[src/rtl/ring_pkg.sv]
package ring_pkg;
  typedef enum logic [1:0] {
    HALT_NONE = 2'd0,
    HALT_BUSY = 2'd1,
    HALT_DONE = 2'd2
  } halt_e;

  typedef enum logic [2:0] {
    A_IN_SIZE  = 3'd0,
    A_OUT_SIZE = 3'd1,
    A_ADD      = 3'd2,
    A_REMOVE   = 3'd3,
    A_CFG      = 3'd4,
    A_CMD      = 3'd5,
    A_STATUS   = 3'd6
  } reg_addr_e;

  localparam logic [3:0] ERR_REMOVE_OVF = 4'd8;
  localparam logic [3:0] ERR_ADD_OVF    = 4'd9;
  localparam int unsigned ERR_IDX_W     = 14;
endpackage

[src/rtl/slot_track.sv]
module slot_track #(
  parameter int W        = 10,
  parameter bit SW_FILLS = 1'b1  // 1: software adds occupancy, engine drains it
) (
  input  logic         clk,
  input  logic         rst,
  input  logic         size_we,
  input  logic [W-1:0] size_val,
  input  logic         sw_en,
  input  logic [W-1:0] sw_n,
  input  logic         eng_req,
  input  logic         run,
  input  logic         clr,
  output logic [W-1:0] used_o,
  output logic [W-1:0] free_o,
  output logic [W-1:0] idx_o,
  output logic         sw_ovf,
  output logic         eng_take
);
  logic [W-1:0] size_q, used_q, idx_q;
  logic [W-1:0] up_n, down_n, used_n, idx_n, last_idx;
  logic         eng_ok, sw_ok;

  assign free_o   = size_q - used_q;
  assign used_o   = used_q;
  assign idx_o    = idx_q;
  assign last_idx = size_q - 1'b1;

  generate
    if (SW_FILLS) begin : g_fill
      assign eng_ok = run && eng_req && (used_q != '0);
      assign sw_ovf = sw_en && (sw_n > free_o);
      assign sw_ok  = sw_en && !sw_ovf;
      assign up_n   = sw_ok ? sw_n : '0;
      assign down_n = eng_ok ? W'(1) : '0;
    end else begin : g_drain
      assign eng_ok = run && eng_req && (used_q != size_q);
      assign sw_ovf = sw_en && (sw_n > used_q);
      assign sw_ok  = sw_en && !sw_ovf;
      assign up_n   = eng_ok ? W'(1) : '0;
      assign down_n = sw_ok ? sw_n : '0;
    end
  endgenerate

  assign eng_take = eng_ok;
  assign used_n   = used_q + up_n - down_n;
  assign idx_n    = !eng_ok ? idx_q : ((idx_q == last_idx) ? '0 : idx_q + 1'b1);

  always_ff @(posedge clk) begin
    if (rst) begin
      size_q <= '0;
      used_q <= '0;
      idx_q  <= '0;
    end else if (size_we) begin
      size_q <= size_val;
      used_q <= '0;
      idx_q  <= '0;
    end else if (clr) begin
      used_q <= '0;
      idx_q  <= '0;
    end else begin
      used_q <= used_n;
      idx_q  <= idx_n;
    end
  end

  p_used_le_size_r5: assert property (@(posedge clk) disable iff (rst)
    used_q <= size_q);

  // R3 for the job ring, R4 for the result ring
  p_ovf_keeps_r3: assert property (@(posedge clk) disable iff (rst)
    (sw_ovf && !eng_ok && !size_we && !clr) |=> (used_q == $past(used_q)));
endmodule

[src/rtl/halt_fsm.sv]
module halt_fsm
  import ring_pkg::*;
(
  input  logic       clk,
  input  logic       rst,
  input  logic       req,
  input  logic       eng_idle,
  input  logic       ack,
  output logic [1:0] halt_code,
  output logic       run,
  output logic       clr
);
  halt_e state_q, state_n;

  always_comb begin
    state_n = state_q;
    clr     = 1'b0;
    unique case (state_q)
      HALT_NONE: if (req) state_n = HALT_BUSY;
      HALT_BUSY: if (eng_idle) begin
        state_n = HALT_DONE;
        clr     = 1'b1;
      end
      HALT_DONE: if (ack) state_n = HALT_NONE;
      default:   state_n = HALT_NONE;
    endcase
  end

  always_ff @(posedge clk) begin
    if (rst) state_q <= HALT_NONE;
    else     state_q <= state_n;
  end

  assign halt_code = state_q;
  assign run       = (state_q == HALT_NONE);

  p_halt_legal_r9: assert property (@(posedge clk) disable iff (rst)
    $onehot0(halt_code));
  p_halt_wait_r9: assert property (@(posedge clk) disable iff (rst)
    (halt_code == 2'd1 && !eng_idle) |=> (halt_code == 2'd1));
endmodule

[src/rtl/ring_slot_ctrl.sv]
module ring_slot_ctrl
  import ring_pkg::*;
#(
  parameter int W = 10
) (
  input  logic         clk,
  input  logic         rst,
  input  logic         wr_en,
  input  logic [2:0]   wr_addr,
  input  logic [31:0]  wr_data,
  input  logic         eng_consume,
  input  logic         eng_produce,
  input  logic         eng_idle,
  output logic [W-1:0] in_room,
  output logic [W-1:0] out_full,
  output logic [W-1:0] in_rd_idx,
  output logic [W-1:0] out_wr_idx,
  output logic [31:0]  int_status,
  output logic         irq
);
  localparam int EW = ERR_IDX_W;

  logic         run, clr, eng_run;
  logic [1:0]   halt_code;
  logic         mask_q, soe_q;
  logic         int_q, err_q;
  logic [3:0]   etype_q;
  logic [EW-1:0] eidx_q;
  logic         we_in_size, we_out_size, we_add, we_rm, we_cfg, we_cmd, we_st;
  logic         add_ovf, rm_ovf, cons_take, prod_take;
  logic [W-1:0] in_used_unused, out_free_unused;

  assign we_in_size  = wr_en && (wr_addr == A_IN_SIZE);
  assign we_out_size = wr_en && (wr_addr == A_OUT_SIZE);
  assign we_add      = wr_en && (wr_addr == A_ADD) && run;
  assign we_rm       = wr_en && (wr_addr == A_REMOVE) && run;
  assign we_cfg      = wr_en && (wr_addr == A_CFG);
  assign we_cmd      = wr_en && (wr_addr == A_CMD);
  assign we_st       = wr_en && (wr_addr == A_STATUS);

  assign eng_run = run && !(soe_q && err_q);

  slot_track #(.W(W), .SW_FILLS(1'b1)) u_job (
    .clk(clk), .rst(rst),
    .size_we(we_in_size), .size_val(wr_data[W-1:0]),
    .sw_en(we_add), .sw_n(wr_data[W-1:0]),
    .eng_req(eng_consume), .run(eng_run), .clr(clr),
    .used_o(in_used_unused), .free_o(in_room), .idx_o(in_rd_idx),
    .sw_ovf(add_ovf), .eng_take(cons_take)
  );

  slot_track #(.W(W), .SW_FILLS(1'b0)) u_res (
    .clk(clk), .rst(rst),
    .size_we(we_out_size), .size_val(wr_data[W-1:0]),
    .sw_en(we_rm), .sw_n(wr_data[W-1:0]),
    .eng_req(eng_produce), .run(eng_run), .clr(clr),
    .used_o(out_full), .free_o(out_free_unused), .idx_o(out_wr_idx),
    .sw_ovf(rm_ovf), .eng_take(prod_take)
  );

  halt_fsm u_halt (
    .clk(clk), .rst(rst),
    .req(we_cmd && wr_data[0]),
    .eng_idle(eng_idle),
    .ack(we_st && wr_data[3]),
    .halt_code(halt_code), .run(run), .clr(clr)
  );

  always_ff @(posedge clk) begin
    if (rst) begin
      mask_q  <= 1'b0;
      soe_q   <= 1'b0;
      int_q   <= 1'b0;
      err_q   <= 1'b0;
      etype_q <= '0;
      eidx_q  <= '0;
    end else begin
      if (we_cfg) begin
        mask_q <= wr_data[0];
        soe_q  <= wr_data[2];
      end
      if (prod_take)               int_q <= 1'b1;
      else if (we_st && wr_data[0]) int_q <= 1'b0;
      if (add_ovf) begin
        err_q   <= 1'b1;
        etype_q <= ERR_ADD_OVF;
        eidx_q  <= EW'(in_rd_idx);
      end else if (rm_ovf) begin
        err_q   <= 1'b1;
        etype_q <= ERR_REMOVE_OVF;
        eidx_q  <= EW'(out_wr_idx);
      end else if (we_st && wr_data[1]) begin
        err_q   <= 1'b0;
        etype_q <= '0;
        eidx_q  <= '0;
      end
    end
  end

  assign int_status = {2'b00, eidx_q, 4'b0000, etype_q, 4'b0000, halt_code, err_q, int_q};
  assign irq        = (int_q || err_q) && !mask_q;

  p_produce_flags_r6: assert property (@(posedge clk) disable iff (rst)
    prod_take |=> int_status[0]);
  p_stop_on_err_r8: assert property (@(posedge clk) disable iff (rst)
    (soe_q && err_q) |-> !(cons_take || prod_take));
  p_add_ovf_code_r3: assert property (@(posedge clk) disable iff (rst)
    add_ovf |=> (int_status[11:8] == 4'd9 && int_status[1]));
  p_masked_quiet_r7: assert property (@(posedge clk) disable iff (rst)
    mask_q |-> !irq);
endmodule

[config.mk]
export PLATFORM = sky130hd
export DESIGN_NAME = ring_slot_ctrl
export DESIGN_NICKNAME = d
export VERILOG_FILES = /design/src/rtl/ring_pkg.sv /design/src/rtl/slot_track.sv /design/src/rtl/halt_fsm.sv /design/src/rtl/ring_slot_ctrl.sv
export SDC_FILE = /design/constraint.sdc
export NUM_CORES = 1
export LEC_CHECK = 0
export ABC_CLOCK_PERIOD_IN_PS = 5600
export BUFFER_PORTS_ARGS = -buffer_cell sky130_fd_sc_hd__buf_2
export CORE_MARGIN = 1.5
export CORE_UTILIZATION = 51
export CTS_CLUSTER_SIZE = 28
export DETAILED_ROUTE_END_ITERATION = 10
export PLACE_DENSITY_LB_ADDON = 0.05
export SYNTH_ARGS = -nofsm -noshare
export SYNTH_HDL_FRONTEND = slang
export SYNTH_SLANG_ARGS = --single-unit
[constraint.sdc]
create_clock -name clk -period 5.6 [get_ports clk]
set_input_delay 0.84 -clock clk [delete_from_list [all_inputs] [get_ports clk]]
set_output_delay 0.84 -clock clk [all_outputs]
set_load 0.02 [all_outputs]
; Word-level counts from Yosys, hierarchy flattened
; Index checks and enable logic that the tools add are counted.
[totals]
ff_bits = 78
input_bits = 41
output_inout_bits = 73
wordCells = 98
[op_classes]
n_addsub = 9
n_lt_le_gt_ge = 2
eq_ne = 14
muxes = 23
n_reduce_logical = 37
[op_table]
columns = cell, n
row1 = $mux W10, 7
row2 = $sub A10 B10 Y10, 3
row3 = $logic_and A1 B1 Y1, 24
row4 = $add A10 B1 Y10 const B, 2
row5 = $add A10 B10 Y10, 2
row6 = $eq A10 B10 Y1, 2
row7 = $gt A10 B10 Y1, 2
row8 = $sub A10 B1 Y10 const B, 2
row9 = $mux W4, 3
row10 = $ne A10 B10 Y1, 1
row11 = $reduce_bool A10 Y1, 1
row12 = $eq A3 B3 Y1 const B, 3
row13 = $mux W1, 9
row14 = $eq A3 B2 Y1 const B, 2
row15 = $mux W2, 3
row16 = $pmux W2 S3, 1
row17 = $reduce_or A3 Y1, 2
row18 = $logic_not A1 Y1, 4
row19 = $ne A2 B1 Y1 const B, 2
row20 = $eq A3 B1 Y1 const B, 1
row21 = $logic_not A3 Y1, 1
row22 = $reduce_and A3 Y1, 1
row23 = $reduce_bool A3 Y1, 1
row24 = $eq A2 B1 Y1 const B, 1
row25 = other kinds (5), 5

; Depth between registers and ports, before layout
; Gate-level depths: netlist of the first run.
[logic_depth]
depth_word = 9
ltp_mapped = 25
depth_no_buf = 25

; Hierarchy
; Synthesis of the first run repeated with hierarchy kept, for this count alone.
[unflattened]
cells_unflattened = 779
hier_area_um2 = 6368.6
[modules_own_cells]
columns = module, instances, cells_each, area_each_um2, seq_area_each_um2
row1 = slot_track (u_job), 1, 343, 2770.2, 600.6
row2 = slot_track (u_res), 1, 322, 2647.5, 600.6
row3 = ring_slot_ctrl, 1, 105, 869.6, 300.3
row4 = halt_fsm, 1, 9, 81.3, 40.0

; Least setup slack after synthesis of the first run
; Ideal clock, no wire load.
[synth_path]
path_type = register -> register
startpoint = register u_job.size_q[0]
endpoint = register u_job.used_q[8] (netlist: u_job.used_o[8])
setup_ps = 117
t_arrival_ps = 5128
setup_slack_ps = 355
path_stages_with_launch = 25
period_less_slack_ps = 5245
cell_sequence = dfxtp_1 inv_1 ha_1 inv_1 fa_1 a21o_1 a21oi_1 nor2b_1 o21ai_0 nor2b_1 xor2_1 ha_1 and4_1 a2111o_1 a21boi_1 nand2_1 ha_1 inv_1 fa_1 a21o_1 a21oi_1 o21bai_1 a2111oi_0 or4_1 nand2_1
[synth_between]
elab_chain_len = 8
[synth_lines]
columns = item, line
row1 = "start, declared", slot_track.sv:20  ; logic [W-1:0] size_q, used_q, idx_q;
row2 = "start signal, assigned", slot_track.sv:55  ; size_q <= size_val;
row3 = $sub A10 B10 Y10, slot_track.sv:24  ; assign free_o = size_q - used_q;
row4 = $gt A10 B10 Y1, slot_track.sv:32  ; assign sw_ovf = sw_en && (sw_n > free_o);
row5 = $logic_and A1 B1 Y1, slot_track.sv:32
row6 = $logic_not A1 Y1, slot_track.sv:33  ; assign sw_ok = sw_en && !sw_ovf;
row7 = $logic_and A1 B1 Y1, slot_track.sv:33
row8 = $mux W10, slot_track.sv:34  ; assign up_n = sw_ok ? sw_n : '0;
row9 = $add A10 B10 Y10, slot_track.sv:46  ; assign used_n = used_q + up_n - down_n;
row10 = $sub A10 B10 Y10, slot_track.sv:46
row11 = "end signal, assigned", slot_track.sv:62  ; used_q <= used_n;
row12 = "end, declared", slot_track.sv:20
; No other way between the ends.
; A chain may end at the register's enable or synchronous reset.

; Worst setup path in the final report of the first run
; Same ends and word-level chain as after synthesis.

==> impl_metrics.tcl, run 1 <==
set metrics [dict create \
    critPathCaptureType "register" \
    final_common_cell "nand2_1" \
    first_global_vias 5211 \
    die_x_um 112 \
    yosysWarnings 0 \
    peakVddDrop_v 0.000406 \
    dpl.cell_count 942 \
    synth_compound_area_share_pct 15.7 \
    synthesis.area_um2 6020 \
    drt-initial-drc-count 274 \
    dr_total_vias 5579 \
    power_density_nw_per_um2 478 \
    skew_ns 0.00967 \
    swShare_pct 42.9 \
    run_status "complete, no violations" \
    antenna_found_initial 0 \
    final_cell_mix "nand2_1 (79), dfxtp_1 (77), buf_2 (75)" \
    synth_ff_type "dfxtp_1" \
    route.detailed.drc 0 \
    viasPerCell 5.82 \
    synth_area_leaders "dfxtp_1 (26%), ha_1 (14%), xor2_1 (5.8%), nand2_1 (4.9%), xnor2_1 (4.8%)" \
    cts.clk_slew.worst_paths_ns 0.06 \
    fin_ws_ns 0.331 \
    path_class "reg2reg" \
    intPower_uw 1850 \
    p_leak_uw 0.00307 \
    clockRootBuffer "clkbuf_16" \
    synth_seq_cells 77 \
    synth_top_family_by_area "simple AND/OR/NAND/NOR gates" \
    syn_avg_cell_area_um2 8.05 \
    yosys.area.top_type "dfxtp_1" \
    grt_max_degree 41 \
    rows 39 \
    die_area_um2 12500 \
    yosys-mux-area-fraction_pct 0.665 \
    startpoint_type "register" \
    yosysUniqueCellTypes 73 \
    worst-path-max-fanout 3 \
    min_path_type "reg2reg" \
    layout.nets 924 \
    worst_slew_pin_slew_ns 1.25 \
    io_pins 114 \
    nFillCells 1069 \
    slew_headroom_pct 16.0 \
    antennaDiodeCount 0 \
    die_y_um 112 \
    clk_latency_ns 0.35 \
    yosysSeqAreaShare_pct 25.6 \
    h-tree-depth 3 \
    synth_edf_count 0 \
    synth-xor-area-share_pct 10.6 \
    coreArea_um2 11500 \
    wirelength_um 16100 \
    p_seq_share_pct 23.0 \
    multiInputGateArea_um2 4010 \
    cts_tree "built" \
    grt_use_total_pct 26.2 \
    netlist_instances 748 \
    grt_pass1_wl_um 25900 \
    dpl_worst_slack_ns 0.00386 \
    grt-ovfl-total 0 \
    cts_hold_buffers 0 \
    globalplace.congestion 0.927 \
    cp_data_arrival_time_ns 5.51 \
    setup_viol_count_final 0 \
    fmax_mhz 190 \
    p_clk_share_pct 21.7 \
    required_ns 5.84 \
    period_share_pct 94.1 \
    cts_buffer_depth 2 \
    ff_latch_area_um2 1540 \
    p_sw_uw 1390 \
    min_period_ns 5.27 \
    fin_cells 959 \
    hold_violations 0 \
    cts_sinks 77 \
    dr.pass1.iters 6 \
    power_uw 3240 \
    drv_slew 0 \
    postRouteAntennaNets 0 \
    async_flop_share_pct 0 \
    synth_top_area_share_pct 25.6 \
    pwr-share-comb_pct 55.3 \
    synth-simple-area-share_pct 22.5 \
    place_hpwl_um 12500 \
    synth_adder_area_share_pct 15.3 \
    drv_cap 0 \
    routedWlPerCell_um 16.8 \
    area_delta_synth_final_pct 12.5 \
    final_layout_size_suffix_gt1_share_pct 15.1 \
    numPortBuffers 75 \
    initial_core_util_pct 52.5 \
    cts_buffers 9 \
]
-- flip-flops by register name, summed over array words and instances, names as in the netlist, 2 cells and up --
register and flops:
u_res.used_o 10, u_job.idx_o 10, eidx_q 10, u_job.size_q 10, u_job.used_o 10, u_res.idx_o 10
u_res.size_q 10, u_halt.halt_code 2
-- per-layer routing --
metal  vias up  global-route usage (%)  share of wire, %  routed length, um
li1       2722                       -                 -                  -
met1      2674                    33.8                45               7330
met2       151                    43.1                48               7670
met3        32                    3.97               4.3                688
met4         0                    12.2               2.8                454
met5         -                       0                 0                  0
-- cell type report --
class	instances	area share (%)
Multi-Input combinational cell	573	59.1
Sequential cell	77	22.8
Timing Repair Buffer	84	6.54
Inverter	66	3.66
Clock buffer	10	3.53
Tap cell	143	2.64
Clock inverter	6	1.72
-- final timing paths --
kind,startpoint,end,slack (ns),depth (start not counted)
worst max-delay path,u_job.size_q[0]$_SDFFE_PP0P_,u_job.used_o[8]$_SDFF_PP0_,0.33,25
worst min-delay path,u_job.size_q[9]$_SDFFE_PP0P_,u_job.size_q[9]$_SDFFE_PP0P_,0.51,2
worst max register to register,u_job.size_q[0]$_SDFFE_PP0P_,u_job.used_o[8]$_SDFF_PP0_,0.33,25
worst min register to register,u_job.size_q[9]$_SDFFE_PP0P_,u_job.size_q[9]$_SDFFE_PP0P_,0.51,2
-- power groups by stage --
| stage | logic [uW] | clock network [uW] | registers [uW] |
|---|---|---|---|
| floorplan | 1310 | 0 | 763 |
| global placement | 1670 | 0 | 754 |
| detailed placement | 1720 | 0 | 758 |
| CTS | 1740 | 707 | 745 |
| global route | 2020 | 730 | 758 |
| finish | 1790 | 701 | 745 |
-- worst max-delay path, cell delays in order, from the launching register on --
cell,delay (ns)
dfxtp_1,0.31
inv_1,0.08
ha_1,0.16
inv_1,0.06
fa_1,0.41
a21o_1,0.20
a21oi_1,0.22
nor2b_1,0.07
o21ai_0,0.21
nor2b_2,0.23
xor2_1,0.18
ha_1,0.26
nand4_1,0.14
a211oi_1,0.08
a2111o_1,0.43
a21boi_2,0.23
nand2_1,0.08
ha_1,0.28
inv_1,0.06
fa_1,0.46
a21o_1,0.18
a21oi_2,0.18
o21bai_2,0.12
a2111oi_4,0.33
or4_1,0.16
nand2_1,0.04
-- what timing repair did --
action,CTS,global route
setup buffers,0,1
setup endpoints to repair,1,4
pin swaps,0,2
cloned,0,0
resized for setup,1,8
-- cell usage after synthesis (3+ instances only) --
| cell | instances |
|---|---|
| a31oi_1 | 4 |
| ha_1 | 69 |
| nor2b_1 | 6 |
| a21o_1 | 9 |
| dfxtp_1 | 77 |
| and2_1 | 4 |
| nor3_1 | 31 |
| clkbuf_1 | 16 |
| a2111oi_0 | 6 |
| nor2_1 | 59 |
| fa_1 | 3 |
| xor2_1 | 40 |
| or3_1 | 7 |
| nand2_1 | 79 |
| o31ai_1 | 5 |
| o21bai_1 | 5 |
| a221oi_1 | 10 |
| nor4_1 | 8 |
| a21oi_1 | 47 |
| xnor2_1 | 33 |
| nor4b_1 | 4 |
| o21ai_0 | 9 |
| buf_4 | 22 |
| a211oi_1 | 10 |
| mux2i_1 | 4 |
| or4_1 | 5 |
| or2_2 | 5 |
| nor3b_1 | 3 |
| inv_1 | 65 |
| nand4_1 | 14 |
| nand3_1 | 14 |
| nand2b_1 | 7 |
| and3_1 | 15 |
-- kinds of logic (layout without fill, tap and decap cells) --
logic type	Yosys count	count (layout)
buf+inv	113	166
mux	4	4
other cells	1	16
fa+ha+maj	72	72
flops	77	77
xor+xnor	73	73
compound gates	135	135
simple gates	273	273
-- metrics by stage --
stage          util, %  cell area [um^2]  hold WS (ns)   TNS, ns
5_1_grt           59.1              6770         0.533  -0.00583
6_report          59.1              6770         0.515         0
4_1_cts           58.6              6720         0.513         0
3_3_place_gp      55.5              6360         0.472         0
2_1_floorplan        -              6070         0.461         0
3_5_place_dp      55.5              6360         0.492         0
(Power assumes the default switching activity.)
==> inputs of run 2 (changes only) <==
Settings changed: BUFFER_PORTS_ARGS -buffer_cell sky130_fd_sc_hd__buf_2 to default, CORE_UTILIZATION 51 to 59, DONT_BUFFER_PORTS from default to 1.
==> run 2 against run 1 <==
Effect of this change: wire length down 4.4%; final cell count shrank 9.4%; clock power is 46% lower; non-clock buffer count shrank 79; global-route usage grew 2.8 points; flip-flop and latch count unchanged; largest power group unchanged.
==> impl_metrics.tcl, run 2 (synthesized netlist as in run 1, its figures left out) <==
set metrics [dict create \
    grt-ovfl-total 0 \
    postRouteAntennaNets 0 \
    skew_ns 0.00699 \
    grt_use_total_pct 29.0 \
    cts_buffers 9 \
    period_share_pct 93.8 \
    cp_data_arrival_time_ns 5.56 \
    coreArea_um2 9820 \
    first_global_vias 5007 \
    layout.nets 845 \
    dpl_worst_slack_ns 0.0520 \
    rrSetupSlack_ns 0.35 \
    final_layout_size_suffix_gt1_share_pct 5.43 \
    dr_total_vias 5195 \
    holdCritStartpoint "u_job.size_q[0]$_SDFFE_PP0P_" \
    multiInputGateArea_um2 3980 \
    drv_cap 0 \
    peakVddDrop_v 0.000327 \
    die_x_um 104 \
    ff_latch_area_um2 1540 \
    ff2ff_path_depth 25 \
    die_y_um 104 \
    p_leak_uw 0.00261 \
    worstReg2RegEnd "u_job.used_o[8]$_SDFF_PP0_" \
    area_delta_synth_final_pct 2.00 \
    antennaDiodeCount 0 \
    drt-initial-drc-count 390 \
    viasPerCell 5.98 \
    power_density_nw_per_um2 451 \
    run_status "complete, no violations" \
    holdPathStages 2 \
    wirelength_um 15400 \
    h-tree-depth 3 \
    setup_tns_ns 0 \
    clockRootBuffer "clkbuf_8" \
    min_to "u_job.size_q[0]$_SDFFE_PP0P_" \
    grt_pass1_wl_um 25200 \
    cts_tree "built" \
    antenna_found_initial 0 \
    slew_headroom_pct 17.4 \
    numPortBuffers 0 \
    p_seq_share_pct 29.3 \
    cts_hold_buffers 0 \
    dpl.cell_count 854 \
    p_sw_uw 1300 \
    p_clk_share_pct 13.7 \
    required_ns 5.91 \
    cts.clk_slew.worst_paths_ns 0.08 \
    drv_slew 0 \
    intPower_uw 1470 \
    cts_sinks 77 \
    path_class "reg2reg" \
    worst_slew_pin_slew_ns 1.23 \
    grt_max_degree 41 \
    fin_cells 869 \
    critPathCaptureType "register" \
    routedWlPerCell_um 17.8 \
    min_path_type "reg2reg" \
    startpoint_type "register" \
    pwr-share-comb_pct 57.0 \
    final_common_cell "nand2_1" \
    io_pins 114 \
    min_period_ns 5.25 \
    die_area_um2 10800 \
    hold_violations 0 \
    clk_latency_ns 0.36 \
    r2r-start "u_job.size_q[0]$_SDFFE_PP0P_" \
    route.detailed.drc 0 \
    fin_ws_ns 0.346 \
    power_uw 2770 \
    rows 36 \
    cts_buffer_depth 2 \
    setup_viol_count_final 0 \
    place_hpwl_um 11900 \
    globalplace.congestion 0.890 \
    fmax_mhz 190 \
    final_cell_mix "nand2_1 (79), dfxtp_1 (77), ha_1 (69)" \
    dr.pass1.iters 7 \
    nFillCells 940 \
    swShare_pct 47.0 \
    worst-path-max-fanout 8 \
    initial_core_util_pct 61.3 \
]
run 2: cell count changes in the layout (fill, tap and decap cells not counted), moves of 3 or more:
cell / previous run / this run
buf_2: 75 / 0
buf_4: 9 / 5
bufinv_16: 3 / 0
clkbuf_16: 9 / 0
clkbuf_8: 1 / 9
clkinv_2: 0 / 3
run 2: power by group through the flow:
stage	Sequential, uW	Clock (uW)	Combinational, uW
finish	811	380	1580
global route	821	416	1780
CTS	811	386	1550
detailed placement	825	0	1540
global placement	822	0	1470
floorplan	763	0	1310
run 2: worst max-delay path by stage:
| stage | endpoint | slack (ns) | startpoint | cells past startpoint |
|---|---|---|---|---|
| global placement | u_job.used_o[8]$_SDFF_PP0_ | 0.14 | u_job.size_q[0]$_SDFFE_PP0P_ | 26 |
| CTS | u_job.used_o[8]$_SDFF_PP0_ | 0.01 | u_job.size_q[0]$_SDFFE_PP0P_ | 25 |
| finish | u_job.used_o[8]$_SDFF_PP0_ | 0.35 | u_job.size_q[0]$_SDFFE_PP0P_ | 25 |
| floorplan | u_job.used_o[8]$_SDFF_PP0_ | 0.35 | u_job.size_q[0]$_SDFFE_PP0P_ | 24 |
| global route | u_job.used_o[8]$_SDFF_PP0_ | -0.002 | u_job.size_q[0]$_SDFFE_PP0P_ | 26 |
| detailed placement | u_job.used_o[8]$_SDFF_PP0_ | 0.05 | u_job.size_q[0]$_SDFFE_PP0P_ | 25 |
run 2: through the flow:
step           area [um^2]  utilization [%]  hold WS, ns
6_report              6140             62.5        0.492
2_1_floorplan         6070                -        0.461
3_5_place_dp          5950             60.6        0.482
3_3_place_gp          5950             60.6        0.477
5_1_grt               6140             62.5        0.523
4_1_cts               6120             62.3        0.493
run 2: final cells by class:
cell class,instances,share of cell area (%)
multi-input combinational,573,64.9
inverter,66,4.04
clock buffer,9,2.02
sequential,77,25.1
tap,133,2.71
clock inverter,6,0.652
timing repair buffer,5,0.611
run 2: critical path, cell delays in order (launching register included):
cell       delay [ns]
dfxtp_1          0.34
inv_1            0.09
ha_1             0.14
inv_1            0.06
fa_1             0.41
a21o_1           0.22
a21oi_2          0.17
nor2b_1          0.07
o21ai_1          0.16
nor2b_4          0.20
xor2_1           0.17
ha_1             0.26
and4_1           0.21
a2111o_1         0.41
a21boi_1         0.20
buf_4            0.20
nand2_1          0.07
ha_1             0.26
inv_1            0.04
ha_1             0.34
a21o_1           0.15
a21oi_2          0.07
o21bai_1         0.26
a2111oi_2        0.13
or4_1            0.49
nand2_1          0.07
run 2: metal layers:
metal	track usage, %	part of all wire [%]	vias to the layer above
met5	0	0	-
met4	13.6	3.0	0
met3	6.08	7.9	43
met2	47.8	47	177
met1	36.2	42	2414
li1	-	-	2561
run 2: repair_timing:
item / 4_1_cts / 5_1_grt
resized for setup: 0 / 7
buffers inserted: 0 / 0
endpoints found under the hold margin: 0 / 0
endpoints found under the setup margin: 0 / 4
==> inputs of run 3 (changes only) <==
Settings changed: CAP_MARGIN from default to 20, CORE_ASPECT_RATIO from default to 0.8.
==> run 3 against run 2 <==
Effect of this change: combinational power hardly changed; global-route usage is 1.1 points higher; hold slack better by 0.0088 ns; final cell count is 1.0% higher; non-clock buffer count is 5 higher; core utilization is 1.9 points higher; first-iteration DRC count is 11% lower; sequential power hardly changed; worst setup slack worse by 0.035 ns; register-to-register slack worse by 0.04 ns; fmax is 0.66% lower; largest cell class unchanged; largest power group unchanged; highest routed layer unchanged.
==> impl_metrics.tcl, run 3 (synthesized netlist as in run 1, its figures left out) <==
set metrics [dict create \
    rows 32 \
    grt_max_degree 41 \
    startpoint_type "register" \
    viasPerCell 5.94 \
    io_pins 114 \
    clockRootBuffer "clkbuf_16" \
    peakVddDrop_v 0.000341 \
    min_path_type "reg2reg" \
    critPathLaunch "u_job.size_q[0]$_SDFFE_PP0P_" \
    postRouteAntennaNets 0 \
    cts.clk_slew.worst_paths_ns 0.06 \
    cts_tree "built" \
    route.detailed.drc 0 \
    fmax_mhz 189 \
    h-tree-depth 3 \
    min_period_ns 5.29 \
    r2r-start "u_job.size_q[0]$_SDFFE_PP0P_" \
    period_share_pct 94.4 \
    drv_slew 0 \
    path_class "reg2reg" \
    hold_violations 0 \
    grt_use_total_pct 30.1 \
    clk_latency_ns 0.34 \
    dr_total_vias 5218 \
    rsz0062_at_grt "true" \
    layout.nets 850 \
    cp_data_arrival_time_ns 5.53 \
    slew_headroom_pct 37.9 \
    antenna_found_initial 0 \
    post-cts-setup-buffers 0 \
    die_x_um 116 \
    p_leak_uw 0.00267 \
    area_delta_synth_final_pct 4.62 \
    setup_viol_count_final 0 \
    final_common_cell "nand2_1" \
    utilization_pct 64.4 \
    cts_buffers 9 \
    drv_cap 0 \
    antennaDiodeCount 0 \
    nFillCells 889 \
    critPathCaptureType "register" \
    first_global_vias 5056 \
    grt_pass1_wl_um 25400 \
    place_hpwl_um 11900 \
    drt-initial-drc-count 346 \
    die_area_um2 10800 \
    met2_usage_pct 51.3 \
    cts_sinks 77 \
    run_status "complete, no violations" \
    skew_ns 0.00903 \
    dr.pass1.iters 5 \
    worst_slew_pin_slew_ns 0.917 \
    final_cell_mix "nand2_1 (79), dfxtp_1 (77), ha_1 (69)" \
    die_y_um 93.3 \
    holdCritStartpoint "soe_q$_SDFFE_PP0P_" \
    dpl_worst_slack_ns 0.0183 \
    cts_hold_buffers 0 \
    required_ns 5.84 \
    met3_usage_pct 6.29 \
    numPortBuffers 0 \
    setup_tns_ns 0 \
    fin_ws_ns 0.311 \
    grt-ovfl-total 0 \
    cts_buffer_depth 2 \
    power_density_nw_per_um2 473 \
    fin_cells 878 \
    dpl.cell_count 859 \
    coreArea_um2 9770 \
    globalplace.congestion 0.860 \
    routedWlPerCell_um 17.7 \
    top_usage_layer "met2" \
    initial_core_util_pct 61.6 \
    wirelength_um 15600 \
    met1_usage_pct 38.5 \
    final_layout_size_suffix_gt1_share_pct 6.06 \
    worst-path-max-fanout 8 \
]
run 3: changes by cell type in the layout (fill, tap and decap cells not counted), sizes merged:
cell      change
buf           +3
clkinv        -3
inv           -1
clkbuf        +6
clkinvlp      +1
run 3: power breakdown:
group          internal [uW]  total [uW]  switching, uW
logic                    691        1610            923
registers                635         811            176
clock network            324         554            230
run 3: final timing paths:
path / endpoint / slack, ns / cells past startpoint
worst max-delay path: u_job.used_o[8]$_SDFF_PP0_ / 0.31 / 26
worst min-delay path: soe_q$_SDFFE_PP0P_ / 0.50 / 2
worst max register to register: u_job.used_o[8]$_SDFF_PP0_ / 0.31 / 26
worst min register to register: soe_q$_SDFFE_PP0P_ / 0.50 / 2
run 3: worst max-delay path, stage by stage (launching register included):
cell and delay [ns]:
dfxtp_1 0.34, inv_1 0.09, ha_1 0.15, inv_1 0.06, fa_1 0.40, a21o_1 0.20, a21oi_1 0.22, nor2b_1 0.07
o21ai_1 0.17, nor2b_2 0.22, xor2_1 0.22, ha_1 0.28, nand4_1 0.12, a211oi_1 0.07, a2111o_1 0.43, a21boi_2 0.18
buf_4 0.19, nand2_1 0.07, ha_1 0.28, inv_1 0.04, ha_1 0.30, a21o_1 0.19, a21oi_2 0.18, o21bai_1 0.12
a2111oi_2 0.37, or4_1 0.17, nand2_1 0.04
run 3: cell type report:
class	instances	area, um^2	share of cell area, %
sequential	77	1540	24.5
clock buffer	13	260	4.13
tap	136	170	2.70
timing repair buffer	10	72.6	1.15
inverter	66	248	3.93
multi-input combinational	573	3980	63.3
clock inverter	3	20.0	0.318
run 3: timing repair:
action | 4_1_cts | 5_1_grt
resized for setup | 1 | 6
pin swaps | 0 | 1
setup endpoints to repair | 1 | 4
cloned | 0 | 0
run 3: per-stage QoR:
step | hold WS, ns | total power, uW | area [um^2]
6_report | 0.501 | 2980 | 6300
5_1_grt | 0.524 | 3230 | 6300
4_1_cts | 0.502 | 2950 | 6250
3_5_place_dp | 0.487 | 2380 | 5970
3_3_place_gp | 0.482 | 2310 | 5970
2_1_floorplan | 0.461 | 2080 | 6070
run 3: per-layer routing:
layer / wire, um / part of all wire, %
met1: 6750 / 43
met2: 7530 / 48
met3: 994 / 6.4
met4: 288 / 1.9
met5: 0 / 0
